File: config.mk
export PLATFORM = sky130hd
export DESIGN_NAME = usbphy_pwr_seq
export DESIGN_NICKNAME = d
export VERILOG_FILES = /design/src/rtl/usbphy_seq_pkg.sv /design/src/rtl/usbphy_seq_timer.sv /design/src/rtl/usbphy_seq_fsm.sv /design/src/rtl/usbphy_seq_regs.sv /design/src/rtl/usbphy_pwr_seq.sv
export SDC_FILE = /design/constraint.sdc
export NUM_CORES = 1
export LEC_CHECK = 0
export BUFFER_PORTS_ARGS = -buffer_cell sky130_fd_sc_hd__buf_2
export CAP_MARGIN = 5
export CORE_AREA = 5 5 115 117
export CTS_BUF_LIST = sky130_fd_sc_hd__clkbuf_4 sky130_fd_sc_hd__clkbuf_8 sky130_fd_sc_hd__clkbuf_16
export CTS_CLUSTER_DIAMETER = 100
export DETAILED_ROUTE_END_ITERATION = 16
export DIE_AREA = 0 0 120 122
export PLACE_DENSITY = 0.74
export SYNTH_ARGS = -nofsm -noshare
export SYNTH_HDL_FRONTEND = slang
export SYNTH_SLANG_ARGS = --single-unit
File: constraint.sdc
create_clock -name clk -period 2 [get_ports clk]
set_input_delay 0.2 -clock clk [delete_from_list [all_inputs] [get_ports clk]]
set_output_delay 0.2 -clock clk [all_outputs]
set_load 0.02 [all_outputs]
File: src/rtl/usbphy_seq_pkg.sv
package usbphy_seq_pkg;

    typedef enum logic [4:0] {
        ST_IDLE, ST_CLR_CR, ST_CLR_RES, ST_LINK, ST_PAD_OFF, ST_CLKSEL,
        ST_LOS, ST_DEEMPH, ST_OTG, ST_TEST_ON, ST_CLK_ON, ST_RST_WAIT,
        ST_RST_REL, ST_SLEEP, ST_CLK_OFF, ST_TEST_OFF, ST_DONE
    } state_e;

    typedef enum logic [3:0] {
        ACT_NONE, ACT_CLR_CR, ACT_CLR_RES, ACT_LINK, ACT_PAD_OFF, ACT_CLKSEL,
        ACT_LOS, ACT_DEEMPH, ACT_OTG, ACT_HS_UP, ACT_SS_UP, ACT_CLK_ON,
        ACT_CLK_REL, ACT_SLEEP, ACT_CLK_OFF, ACT_PWR_OFF
    } act_e;

    localparam int SEL_W = 4;

    // register targets reported on wr_sel
    localparam logic [SEL_W-1:0] TGT_CRCTL  = 4'd0;
    localparam logic [SEL_W-1:0] TGT_RESUME = 4'd1;
    localparam logic [SEL_W-1:0] TGT_LINK   = 4'd2;
    localparam logic [SEL_W-1:0] TGT_PARAM0 = 4'd3;
    localparam logic [SEL_W-1:0] TGT_PARAM1 = 4'd4;
    localparam logic [SEL_W-1:0] TGT_UTMI   = 4'd5;
    localparam logic [SEL_W-1:0] TGT_TEST   = 4'd6;
    localparam logic [SEL_W-1:0] TGT_CLKRST = 4'd7;
    localparam logic [SEL_W-1:0] TGT_CLKSEL = 4'd8;

    // field constants
    localparam logic [31:0] LINK_INIT     = 32'h0800_0040;
    localparam logic [31:0] P0_PAD_BIT    = 32'h8000_0000;
    localparam logic [31:0] P0_LOS_MASK   = 32'h7C00_0000;
    localparam logic [31:0] P0_LOS_VAL    = 32'h2400_0000;
    localparam logic [31:0] P1_DE_MASK    = 32'h0000_001F;
    localparam logic [31:0] P1_DE_VAL     = 32'h0000_001C;
    localparam logic [31:0] UTMI_RUN      = 32'h0000_0040;
    localparam logic [31:0] UTMI_SLEEP    = 32'h0000_0043;
    localparam logic [31:0] TEST_HS_PD    = 32'h0000_0004;
    localparam logic [31:0] TEST_SS_PD    = 32'h0000_0008;
    localparam logic [31:0] CLKSEL_BIT    = 32'h0000_0004;
    localparam logic [31:0] CK_FIELD_MASK = 32'h7F83_F8EC;
    localparam logic [31:0] CK_EXT_REF    = 32'h0000_000C;
    localparam logic [31:0] CK_ENABLES    = 32'h0018_0011;
    localparam logic [31:0] CK_OFF_MASK   = 32'h0018_0001;
    localparam logic [31:0] CK_PORT_RST   = 32'h0000_0002;

    localparam logic [31:0] TEST_RST_VAL  = 32'h0000_000C;
    localparam logic [31:0] P0_RST_VAL    = 32'h8000_0000;

    function automatic logic [SEL_W-1:0] act_target(act_e a);
        logic [SEL_W-1:0] t;
        unique case (a)
            ACT_CLR_CR:                          t = TGT_CRCTL;
            ACT_CLR_RES:                         t = TGT_RESUME;
            ACT_LINK:                            t = TGT_LINK;
            ACT_PAD_OFF, ACT_LOS:                t = TGT_PARAM0;
            ACT_DEEMPH:                          t = TGT_PARAM1;
            ACT_OTG, ACT_SLEEP:                  t = TGT_UTMI;
            ACT_HS_UP, ACT_SS_UP, ACT_PWR_OFF:   t = TGT_TEST;
            ACT_CLK_ON, ACT_CLK_REL, ACT_CLK_OFF: t = TGT_CLKRST;
            ACT_CLKSEL:                          t = TGT_CLKSEL;
            default:                             t = '0;
        endcase
        return t;
    endfunction

    // multiplier [17:11] and spread-spectrum reference [30:23] per code
    function automatic logic [31:0] pll_fields(logic [2:0] code);
        logic [6:0] mul;
        logic [7:0] ssc;
        unique case (code)
            3'd7:    begin mul = 7'h32; ssc = 8'h00; end
            3'd5:    begin mul = 7'h68; ssc = 8'h88; end
            3'd4:    begin mul = 7'h7D; ssc = 8'h00; end
            3'd3:    begin mul = 7'h02; ssc = 8'h88; end
            default: begin mul = 7'h00; ssc = 8'h00; end
        endcase
        return {1'b0, ssc, 5'b0, mul, 11'b0};
    endfunction

endpackage

File: src/rtl/usbphy_seq_timer.sv
module usbphy_seq_timer #(
    parameter int unsigned LOAD = 2498
) (
    input  logic clk,
    input  logic rst_n,
    input  logic start,
    output logic expired
);
    localparam int W = (LOAD < 1) ? 1 : $clog2(LOAD + 1);
    localparam logic [W-1:0] LOAD_V = W'(LOAD);

    logic [W-1:0] cnt_q;

    always_ff @(posedge clk or negedge rst_n) begin
        if (!rst_n) begin
            cnt_q <= '0;
        end else if (start) begin
            cnt_q <= LOAD_V;
        end else if (cnt_q != '0) begin
            cnt_q <= cnt_q - 1'b1;
        end
    end

    assign expired = (cnt_q == '0);
endmodule

File: src/rtl/usbphy_seq_fsm.sv
module usbphy_seq_fsm
    import usbphy_seq_pkg::*;
(
    input  logic       clk,
    input  logic       rst_n,
    input  logic       req_valid,
    input  logic       req_op,
    input  logic       mode_pipe,
    input  logic [2:0] freq_code,
    input  logic       tmr_expired,
    output act_e       act,
    output logic       mode_q,
    output logic [2:0] freq_q,
    output logic       tmr_start,
    output logic       busy,
    output logic       done
);
    state_e state_q, state_d;

    // next state
    always_comb begin
        state_d = state_q;
        unique case (state_q)
            ST_IDLE:     if (req_valid) state_d = req_op ? ST_SLEEP : ST_CLR_CR;
            ST_CLR_CR:   state_d = ST_CLR_RES;
            ST_CLR_RES:  state_d = ST_LINK;
            ST_LINK:     state_d = ST_PAD_OFF;
            ST_PAD_OFF:  state_d = ST_CLKSEL;
            ST_CLKSEL:   state_d = mode_q ? ST_DEEMPH : ST_LOS;
            ST_LOS:      state_d = ST_DEEMPH;
            ST_DEEMPH:   state_d = mode_q ? ST_TEST_ON : ST_OTG;
            ST_OTG:      state_d = ST_TEST_ON;
            ST_TEST_ON:  state_d = ST_CLK_ON;
            ST_CLK_ON:   state_d = ST_RST_WAIT;
            ST_RST_WAIT: if (tmr_expired) state_d = ST_RST_REL;
            ST_RST_REL:  state_d = ST_DONE;
            ST_SLEEP:    state_d = ST_CLK_OFF;
            ST_CLK_OFF:  state_d = ST_TEST_OFF;
            ST_TEST_OFF: state_d = ST_DONE;
            ST_DONE:     state_d = ST_IDLE;
            default:     state_d = ST_IDLE;
        endcase
    end

    // state register and request capture
    always_ff @(posedge clk or negedge rst_n) begin
        if (!rst_n) begin
            state_q <= ST_IDLE;
            mode_q  <= 1'b0;
            freq_q  <= '0;
        end else begin
            state_q <= state_d;
            if (state_q == ST_IDLE && req_valid) begin
                mode_q <= mode_pipe;
                freq_q <= freq_code;
            end
        end
    end

    // outputs
    always_comb begin
        act       = ACT_NONE;
        tmr_start = 1'b0;
        done      = 1'b0;
        busy      = (state_q != ST_IDLE);
        unique case (state_q)
            ST_CLR_CR:   act = ACT_CLR_CR;
            ST_CLR_RES:  act = ACT_CLR_RES;
            ST_LINK:     act = ACT_LINK;
            ST_PAD_OFF:  act = ACT_PAD_OFF;
            ST_CLKSEL:   act = ACT_CLKSEL;
            ST_LOS:      act = ACT_LOS;
            ST_DEEMPH:   act = ACT_DEEMPH;
            ST_OTG:      act = ACT_OTG;
            ST_TEST_ON:  act = mode_q ? ACT_SS_UP : ACT_HS_UP;
            ST_CLK_ON:   begin act = ACT_CLK_ON; tmr_start = 1'b1; end
            ST_RST_REL:  act = ACT_CLK_REL;
            ST_SLEEP:    act = ACT_SLEEP;
            ST_CLK_OFF:  act = ACT_CLK_OFF;
            ST_TEST_OFF: act = ACT_PWR_OFF;
            ST_DONE:     done = 1'b1;
            default:     act = ACT_NONE;
        endcase
    end
endmodule

File: src/rtl/usbphy_seq_regs.sv
module usbphy_seq_regs
    import usbphy_seq_pkg::*;
(
    input  logic        clk,
    input  logic        rst_n,
    input  act_e        act,
    input  logic        mode_q,
    input  logic [2:0]  freq_q,
    output logic [31:0] img_crctl,
    output logic [31:0] img_resume,
    output logic [31:0] img_link,
    output logic [31:0] img_param0,
    output logic [31:0] img_param1,
    output logic [31:0] img_utmi,
    output logic [31:0] img_test,
    output logic [31:0] img_clkrst,
    output logic [31:0] img_clksel
);
    logic [31:0] ck_ref;

    // path-specific reference settings for the clock/reset image
    always_comb begin
        if (mode_q) ck_ref = pll_fields(freq_q);
        else        ck_ref = {24'b0, freq_q, 5'b0};
    end

    always_ff @(posedge clk or negedge rst_n) begin
        if (!rst_n) begin
            img_crctl  <= '0;
            img_resume <= '0;
            img_link   <= '0;
            img_param0 <= P0_RST_VAL;
            img_param1 <= '0;
            img_utmi   <= '0;
            img_test   <= TEST_RST_VAL;
            img_clkrst <= '0;
            img_clksel <= '0;
        end else begin
            unique case (act)
                ACT_CLR_CR:  img_crctl  <= '0;
                ACT_CLR_RES: img_resume <= '0;
                ACT_LINK:    img_link   <= LINK_INIT;
                ACT_PAD_OFF: img_param0 <= img_param0 & ~P0_PAD_BIT;
                ACT_CLKSEL:  img_clksel <= img_clksel | CLKSEL_BIT;
                ACT_LOS:     img_param0 <= (img_param0 & ~P0_LOS_MASK) | P0_LOS_VAL;
                ACT_DEEMPH:  img_param1 <= (img_param1 & ~P1_DE_MASK) | P1_DE_VAL;
                ACT_OTG:     img_utmi   <= UTMI_RUN;
                ACT_HS_UP:   img_test   <= img_test & ~TEST_HS_PD;
                ACT_SS_UP:   img_test   <= img_test & ~TEST_SS_PD;
                ACT_CLK_ON:  img_clkrst <= (img_clkrst & ~CK_FIELD_MASK) | CK_EXT_REF
                                           | ck_ref | CK_ENABLES | CK_PORT_RST;
                ACT_CLK_REL: img_clkrst <= img_clkrst & ~CK_PORT_RST;
                ACT_SLEEP:   img_utmi   <= UTMI_SLEEP;
                ACT_CLK_OFF: img_clkrst <= img_clkrst & ~CK_OFF_MASK;
                ACT_PWR_OFF: img_test   <= img_test | TEST_HS_PD | TEST_SS_PD;
                default:     img_crctl  <= img_crctl;
            endcase
        end
    end
endmodule

File: src/rtl/usbphy_pwr_seq.sv
module usbphy_pwr_seq
    import usbphy_seq_pkg::*;
#(
    parameter int unsigned CLK_HZ = 250_000_000,
    parameter int unsigned RST_US = 10
) (
    input  logic        clk,
    input  logic        rst_n,
    input  logic        req_valid,
    input  logic        req_op,
    input  logic        mode_pipe,
    input  logic [2:0]  freq_code,
    output logic        busy,
    output logic        done,
    output logic        wr_stb,
    output logic [3:0]  wr_sel,
    output logic [31:0] img_crctl,
    output logic [31:0] img_resume,
    output logic [31:0] img_link,
    output logic [31:0] img_param0,
    output logic [31:0] img_param1,
    output logic [31:0] img_utmi,
    output logic [31:0] img_test,
    output logic [31:0] img_clkrst,
    output logic [31:0] img_clksel
);
    localparam int unsigned RST_CYCLES = (CLK_HZ / 1_000_000) * RST_US;
    // wait state lasts RST_CYCLES-1 cycles; release write adds the last one
    localparam int unsigned WAIT_LOAD  = (RST_CYCLES >= 2) ? RST_CYCLES - 2 : 0;

    act_e       act;
    logic       mode_q;
    logic [2:0] freq_q;
    logic       tmr_start;
    logic       tmr_expired;

    usbphy_seq_fsm u_fsm (
        .clk         (clk),
        .rst_n       (rst_n),
        .req_valid   (req_valid),
        .req_op      (req_op),
        .mode_pipe   (mode_pipe),
        .freq_code   (freq_code),
        .tmr_expired (tmr_expired),
        .act         (act),
        .mode_q      (mode_q),
        .freq_q      (freq_q),
        .tmr_start   (tmr_start),
        .busy        (busy),
        .done        (done)
    );

    usbphy_seq_timer #(.LOAD(WAIT_LOAD)) u_timer (
        .clk     (clk),
        .rst_n   (rst_n),
        .start   (tmr_start),
        .expired (tmr_expired)
    );

    usbphy_seq_regs u_regs (
        .clk        (clk),
        .rst_n      (rst_n),
        .act        (act),
        .mode_q     (mode_q),
        .freq_q     (freq_q),
        .img_crctl  (img_crctl),
        .img_resume (img_resume),
        .img_link   (img_link),
        .img_param0 (img_param0),
        .img_param1 (img_param1),
        .img_utmi   (img_utmi),
        .img_test   (img_test),
        .img_clkrst (img_clkrst),
        .img_clksel (img_clksel)
    );

    assign wr_stb = (act != ACT_NONE);
    assign wr_sel = act_target(act);
endmodule

; ---- Word-level counts from Yosys, hierarchy flattened
; Memories as Yosys holds them, arrays and structs flattened.
; Index checks and enable logic that the tools add are counted.
[totals]
in_bits = 8
mem_bits_rw = 0
n_memories = 1
wordCells = 100
reg_bits = 96
latch_bits = 0
output_inout_bits = 295
romBits = 64
[mem_list]
columns = name, depth, width, read_ports, rd_ports_with_merged_regs, wr, line_no
row1 = (name not given), 16, 4, 1, 0, 0, usbphy_seq_pkg.sv:51  ; unique case (a)
[op_classes]
eq_ne = 35
order_cmp = 0
n_reduce_logical = 22
n_addsub = 1
div_mod_pow = 0
bitwise = 7
mul = 0
mux = 19
n_shift = 0
[op_table]
columns = operator, n
row1 = case mux 32 bit (2 select lines), 2
row2 = case mux 32 bit (3 select lines), 1
row3 = case mux 5 bit (15 select lines), 1
row4 = case mux 4 bit (14 select lines), 1
row5 = equality test 5 x 4 -> 1 bit (second input constant), 8
row6 = equality test 4 bit (second input constant), 8
row7 = OR 32 bit, 1
row8 = 2-to-1 mux 31 bit, 1
row9 = case mux 7 bit (4 select lines), 1
row10 = 2-to-1 mux 12 bit, 2
row11 = equality test 5 x 3 -> 1 bit (second input constant), 4
row12 = equality test 4 x 3 -> 1 bit (second input constant), 4
row13 = AND reduction 2 bit, 7
row14 = zero test 12 bit, 1
row15 = case mux 4 bit (3 select lines), 1
row16 = nonzero test 12 bit, 1
row17 = nonzero test 2 bit, 6
row18 = subtractor 12 x 1 -> 12 bit (second input constant), 1
row19 = equality test 5 x 2 -> 1 bit (second input constant), 2
row20 = 2-to-1 mux 5 bit, 2
row21 = equality test 3 bit (second input constant), 3
row22 = 2-to-1 mux 8 bit, 1
row23 = NOT 1 bit, 6
row24 = equality test 5 x 1 -> 1 bit (second input constant), 1
row25 = other kinds (13), 18

; ---- Longest topological paths before layout
[depth]
depth_word = 6
ltp_mapped = 10
ltp_nobuf = 9

; ---- Cells and area by module
; From an unflattened synthesis, not the netlist that was laid out.
[unflattened]
hier_cells = 496
hier_area_um2 = 4324.1
[modules_own_cells]
columns = module, cells_each, n_inst, seq_area_each_um2, area_each_um2
row1 = usbphy_seq_regs, 349, 1, 529.3, 2931.6
row2 = usbphy_seq_timer, 71, 1, 300.3, 684.4
row3 = usbphy_seq_fsm, 59, 1, 225.2, 546.8
row4 = usbphy_pwr_seq, 17, 1, 0.0, 161.4

; ---- Least setup slack after synthesis
; OpenSTA, ideal clock, no wires.
[synth_timing]
kind = register -> register
startpoint = register u_fsm.state_q[1]
endpoint = register u_regs.img_clkrst[13]
n_path_buf = 2
path_stages_with_launch = 9
t_arrival_ps = 1887
setup_time_ps = 110
required_time_ps = 1890
synth_period_minus_slack_ps = 1997
setup_slack_ps = 3
path_cell_list = dfrtp_1 -> clkbuf_1 -> nor2b_1 -> nand2_1 -> a21oi_1 -> ha_1 -> nand3_1 -> clkbuf_1 -> o41ai_1
[synth_via]
elab_chain_len = 5
elab_cells_between_ends = 21
cone_classes = eq/ne: 17 / mux: 1 / bitwise: 2 / reduce/logical: 1
[synth_lines]
columns = item, line_no
row1 = start: declaration, usbphy_seq_fsm.sv:18  ; state_e state_q, state_d;
row2 = start signal: assignment, usbphy_seq_fsm.sv:52  ; state_q <= state_d;
row3 = equality test 5 x 4 -> 1 bit (tied with other cells), usbphy_seq_fsm.sv:66  ; unique case (state_q)
row4 = case mux 4 bit (14 select lines) *, usbphy_seq_fsm.sv:66
row5 = equality test 4 bit, usbphy_seq_regs.sv:39  ; unique case (act)
row6 = NOT 1 bit (no source line), --
row7 = AND reduction 3 bit (no source line) *, --
row8 = end signal: assignment, usbphy_seq_regs.sv:50  ; ACT_CLK_ON: img_clkrst <= (img_clkrst & ~CK_FIELD_MASK) | CK_EXT_REF
row9 = end signal: assignment, usbphy_seq_regs.sv:52  ; ACT_CLK_REL: img_clkrst <= img_clkrst & ~CK_PORT_RST;
row10 = end signal: assignment, usbphy_seq_regs.sv:54  ; ACT_CLK_OFF: img_clkrst <= img_clkrst & ~CK_OFF_MASK;
row11 = end: declaration, usbphy_seq_regs.sv:16  ; output logic [31:0] img_clkrst,
; Mark *: on every way between the ends. The rest lies on a longest branch, timed or not.
; A chain may end at the register's enable or synchronous reset.

; ---- Worst setup path after layout
[layout_timing]
startpoint = register u_fsm.state_q[2]
endpoint = output port wr_sel[1]
[layout_via]
elab_chain_len = 3
elab_cells_between_ends = 16
cone_classes = eq/ne: 14 / mux: 1 / memory: 1
[layout_lines]
columns = item, line_no
row1 = equality test 5 x 4 -> 1 bit (tied with other cells), usbphy_seq_fsm.sv:66
row2 = case mux 4 bit (14 select lines) *, usbphy_seq_fsm.sv:66
row3 = memory read (16 x 4 bit) *, --
row4 = end: declaration, usbphy_pwr_seq.sv:16  ; output logic [3:0] wr_sel,
; Marked as above.

==> results.md <==
- DRT Pass-1 Iters: 4
- Sequential fraction of the synthesis area: 0.249
- Seq pwr share: 0.381
- R2R setup slack: -0.07 ns
- Gate power share: 0.206
- Status: finished with violations
- Peak VDD IR: 0.396 mV
- Non-Filler Instances: 724
- P_sw: 0.791 mW
- Main synth FF type: dfrtp_1
- Syn avg cell area: 8.41 um^2
- Die span in y: 122 um
- Synth async-reset ratio: 1.00
- GPL Wtd Cong: 0.862
- CTS Hold Bufs: 0
- Inst Count DP: 704
- Post-synthesis mux area share: 0.0177
- Pwr/cell area: 536 nW/um^2
- R2r worst-path depth: 10
- Share of synthesized cell area in and, or, nand and nor gates: 0.137
- Ratio of cells with drive above 1 in the final layout: 0.232
- Rows: 41
- Worst Path Class, Setup: reg -> out
- Highest Clock Rate: 436 MHz
- Iteration-0 DRC Markers: 89
- I/O pins: 303
- Area Overhead vs Synth: -1.69%
- Final Max Tran Viols: 0
- CTS tree: built
- Ranking of synthesized cells by area: buf_4 (47%), dfrtp_1 (23%), nand2_1 (3.1%)
- Leak Pwr: 2.26 nW
- Overflow after GRT: 0
- First-pass GRT wire length: 11.4 mm
- Port Buffers: 47
- Number of setup violations in the final report: 19
- Compound-Gate Fraction of Synth Area: 0.0760
- Root Buffer: clkbuf_16
- Total Wirelength: 8.13 mm
- Die width: 120 um
- Synth top cells by count: buf_4 (267), dfrtp_1 (39), nand2_1 (35)
- Hold Violations, Final: 8
- Clock power frac: 0.413
- Clk sinks: 42
- Placeable Area: 12300 um^2
- Largest net degree at the start of global routing: 43
- Max_slew headroom: 0.606
- CTS Buf Count: 5
- WL/cell: 11.2 um
- Fillers: 1252
- Vias post-DR: 2680
- Critical R2R Capture: u_regs.img_clkrst[15]
- #FFs+latches synth: 42
- Hold Slack: -0.0205 ns
- Violated checks: hold timing, setup timing
- Int Pwr: 1.44 mW
- Die ar.: 14600 um^2
- Final ANT Viol Nets: 0
- Yosys warns: 0
- Most instantiated library cell after synthesis: buf_4
- Setup Skew: 0.00586 ns
- Synth top area share: 0.474
- Post-synth EDFFs: 0
- Max Root-Sink Buffers: 2
- Drt via density: 3.70
- Nets: 588
- Area leader, netlist: buf_4
- Worst r2r src: u_fsm.state_q[3]
- Final period utilization: 1.15
- Min cycle time layout: 2.29 ns
- Starting Density: 0.345
- Worst-Skew Late Latency: 0.29 ns
- Vias in the first global route: 2308
- XOR/XNOR Fraction of Synth Area: 0.00828
- Setup ws final: -0.295 ns
- Synth Cell Area: 4230 um^2
- Worst EP required: 1.80 ns
- Ant. Diodes: 0
- DRC viols: 0
- H-tree levels: 2
- Synthesized instance count: 503
- RSZ-0062 raised after global routing: true
- Synth Area in Adders: 0.0207
- Worst setup SP type: flop
- Main combinational cell family by area after synthesis: buffers and inverters
- Clock slew at reported path FFs: 0.06 ns
- Critical Path AT: 2.09 ns
- Slew of the pin with the lowest slew margin: 0.591 ns
- Initial antenna violation count: 0
- Max-Cap Viols: 0
- CP Capture Type: output port
- Tot GR Track Use: 0.0954
- Worst min path class: in -> async
- Switching Fraction: 0.354
- DP Wirelength: 6.35 mm
- Critical Path Fanout Max: 4
- Netlist cell types: 48
[metrics by stage]
stage          instance area, um^2  setup TNS [ns]  utilization  setup slack (ns)  total power, mW
2_1_floorplan                 5180               0            -           0.00263             1.66
3_3_place_gp                  3770         -0.0541        0.307           -0.0541             1.31
3_5_place_dp                  3770          -0.104        0.307            -0.104             1.31
4_1_cts                       4080          -0.669        0.333            -0.246             2.25
5_1_grt                       4160           -3.33        0.339            -0.354             2.32
6_report                      4160           -1.28        0.339            -0.295             2.23
[critical path: stages, from the launching register on]
cell      delay, ns
dfrtp_1        0.41
nor2b_4        0.14
and4_1         0.20
a21oi_2        0.05
or2_4          0.26
ha_4           0.18
mux2i_2        0.18
nand2b_1       0.11
o311ai_2       0.09
buf_4          0.20
[power by group through the flow]
stage / Sequential, mW / Clock, mW / Combinational [mW]
6_report: 0.850 / 0.923 / 0.459
5_1_grt: 0.849 / 0.985 / 0.491
2_1_floorplan: 0.866 / 0 / 0.797
4_1_cts: 0.850 / 0.959 / 0.442
3_3_place_gp: 0.865 / 0 / 0.441
3_5_place_dp: 0.865 / 0 / 0.442
[worst max path at each step]
stage / from / to / depth (start not counted) / slack (ns)
after floorplan: u_fsm.state_q[1] / u_regs.img_clkrst[13] / 8 / 0.003
after global placement: u_fsm.state_q[2] / wr_sel[1] / 9 / -0.05
after detailed placement: u_fsm.state_q[2] / wr_sel[1] / 9 / -0.10
after CTS: u_fsm.state_q[2] / wr_sel[1] / 9 / -0.25
after global routing: u_fsm.state_q[2] / wr_sel[1] / 9 / -0.35
final: u_fsm.state_q[2] / wr_sel[1] / 9 / -0.29
[area by class of cell]
class	count	area (um^2)	share of cell area
Clock buffer	5	125	0.0301
Clock inverter	3	40.0	0.00962
Inverter	8	30.0	0.00722
Multi-Input combinational cell	430	2150	0.517
Sequential cell	42	1060	0.254
Tap cell	150	188	0.0451
Timing Repair Buffer	86	569	0.137
[kinds of logic after synthesis]
group                    after synthesis
other                                  1
XOR/XNOR                               4
multiplexers                           7
AO/OA/AOI/OAI                         50
AND/OR/NAND/NOR                      107
flip-flops                            42
buffers and inverters                285
adder cells (fa/ha/maj)                7
[per-layer routing]
metal | global-route usage | routed length, um | vias to the layer above
met5 | 0 | 0 | -
met4 | 0.0258 | 73 | 0
met3 | 0.0260 | 825 | 5
met2 | 0.165 | 4160 | 170
met1 | 0.117 | 3060 | 1258
li1 | - | - | 1247
[cells in the final DEF, fill, tap and decap left out, types with 4 or more instances in the layout]
cell | synthesis | final
a21oi_1 | 8 | 6
buf_2 | 0 | 41
buf_4 | 267 | 38
buf_6 | 0 | 7
clkbuf_16 | 0 | 5
conb_1 | 1 | 255
dfrtp_1 | 39 | 37
ha_1 | 7 | 4
inv_1 | 8 | 7
mux2_2 | 4 | 4
nand2_1 | 35 | 34
nand2b_1 | 7 | 7
nand3_1 | 11 | 9
nand4_1 | 4 | 4
nor2_1 | 10 | 7
nor2b_1 | 8 | 7
nor3_1 | 4 | 4
o211ai_1 | 6 | 6
o21ai_0 | 18 | 15
o31ai_1 | 5 | 5
[flip-flops by register name, indices dropped and copies added, names as in the netlist]
register,count
u_fsm.freq_q,3
u_fsm.mode_q,1
u_fsm.state_q,5
u_regs.img_clkrst,12
u_regs.img_clksel,1
u_regs.img_link,1
u_regs.img_param0,2
u_regs.img_param1,1
u_regs.img_test,2
u_regs.img_utmi,2
u_timer.cnt_q,12
[repair_timing]
item / in CTS / in global routing
endpoints found under the setup margin: 7 / 24
setup buffers: 5 / 7
pin swaps: 6 / 2
resized for setup: 32 / 10
Power figures use the tool's default switching activity.
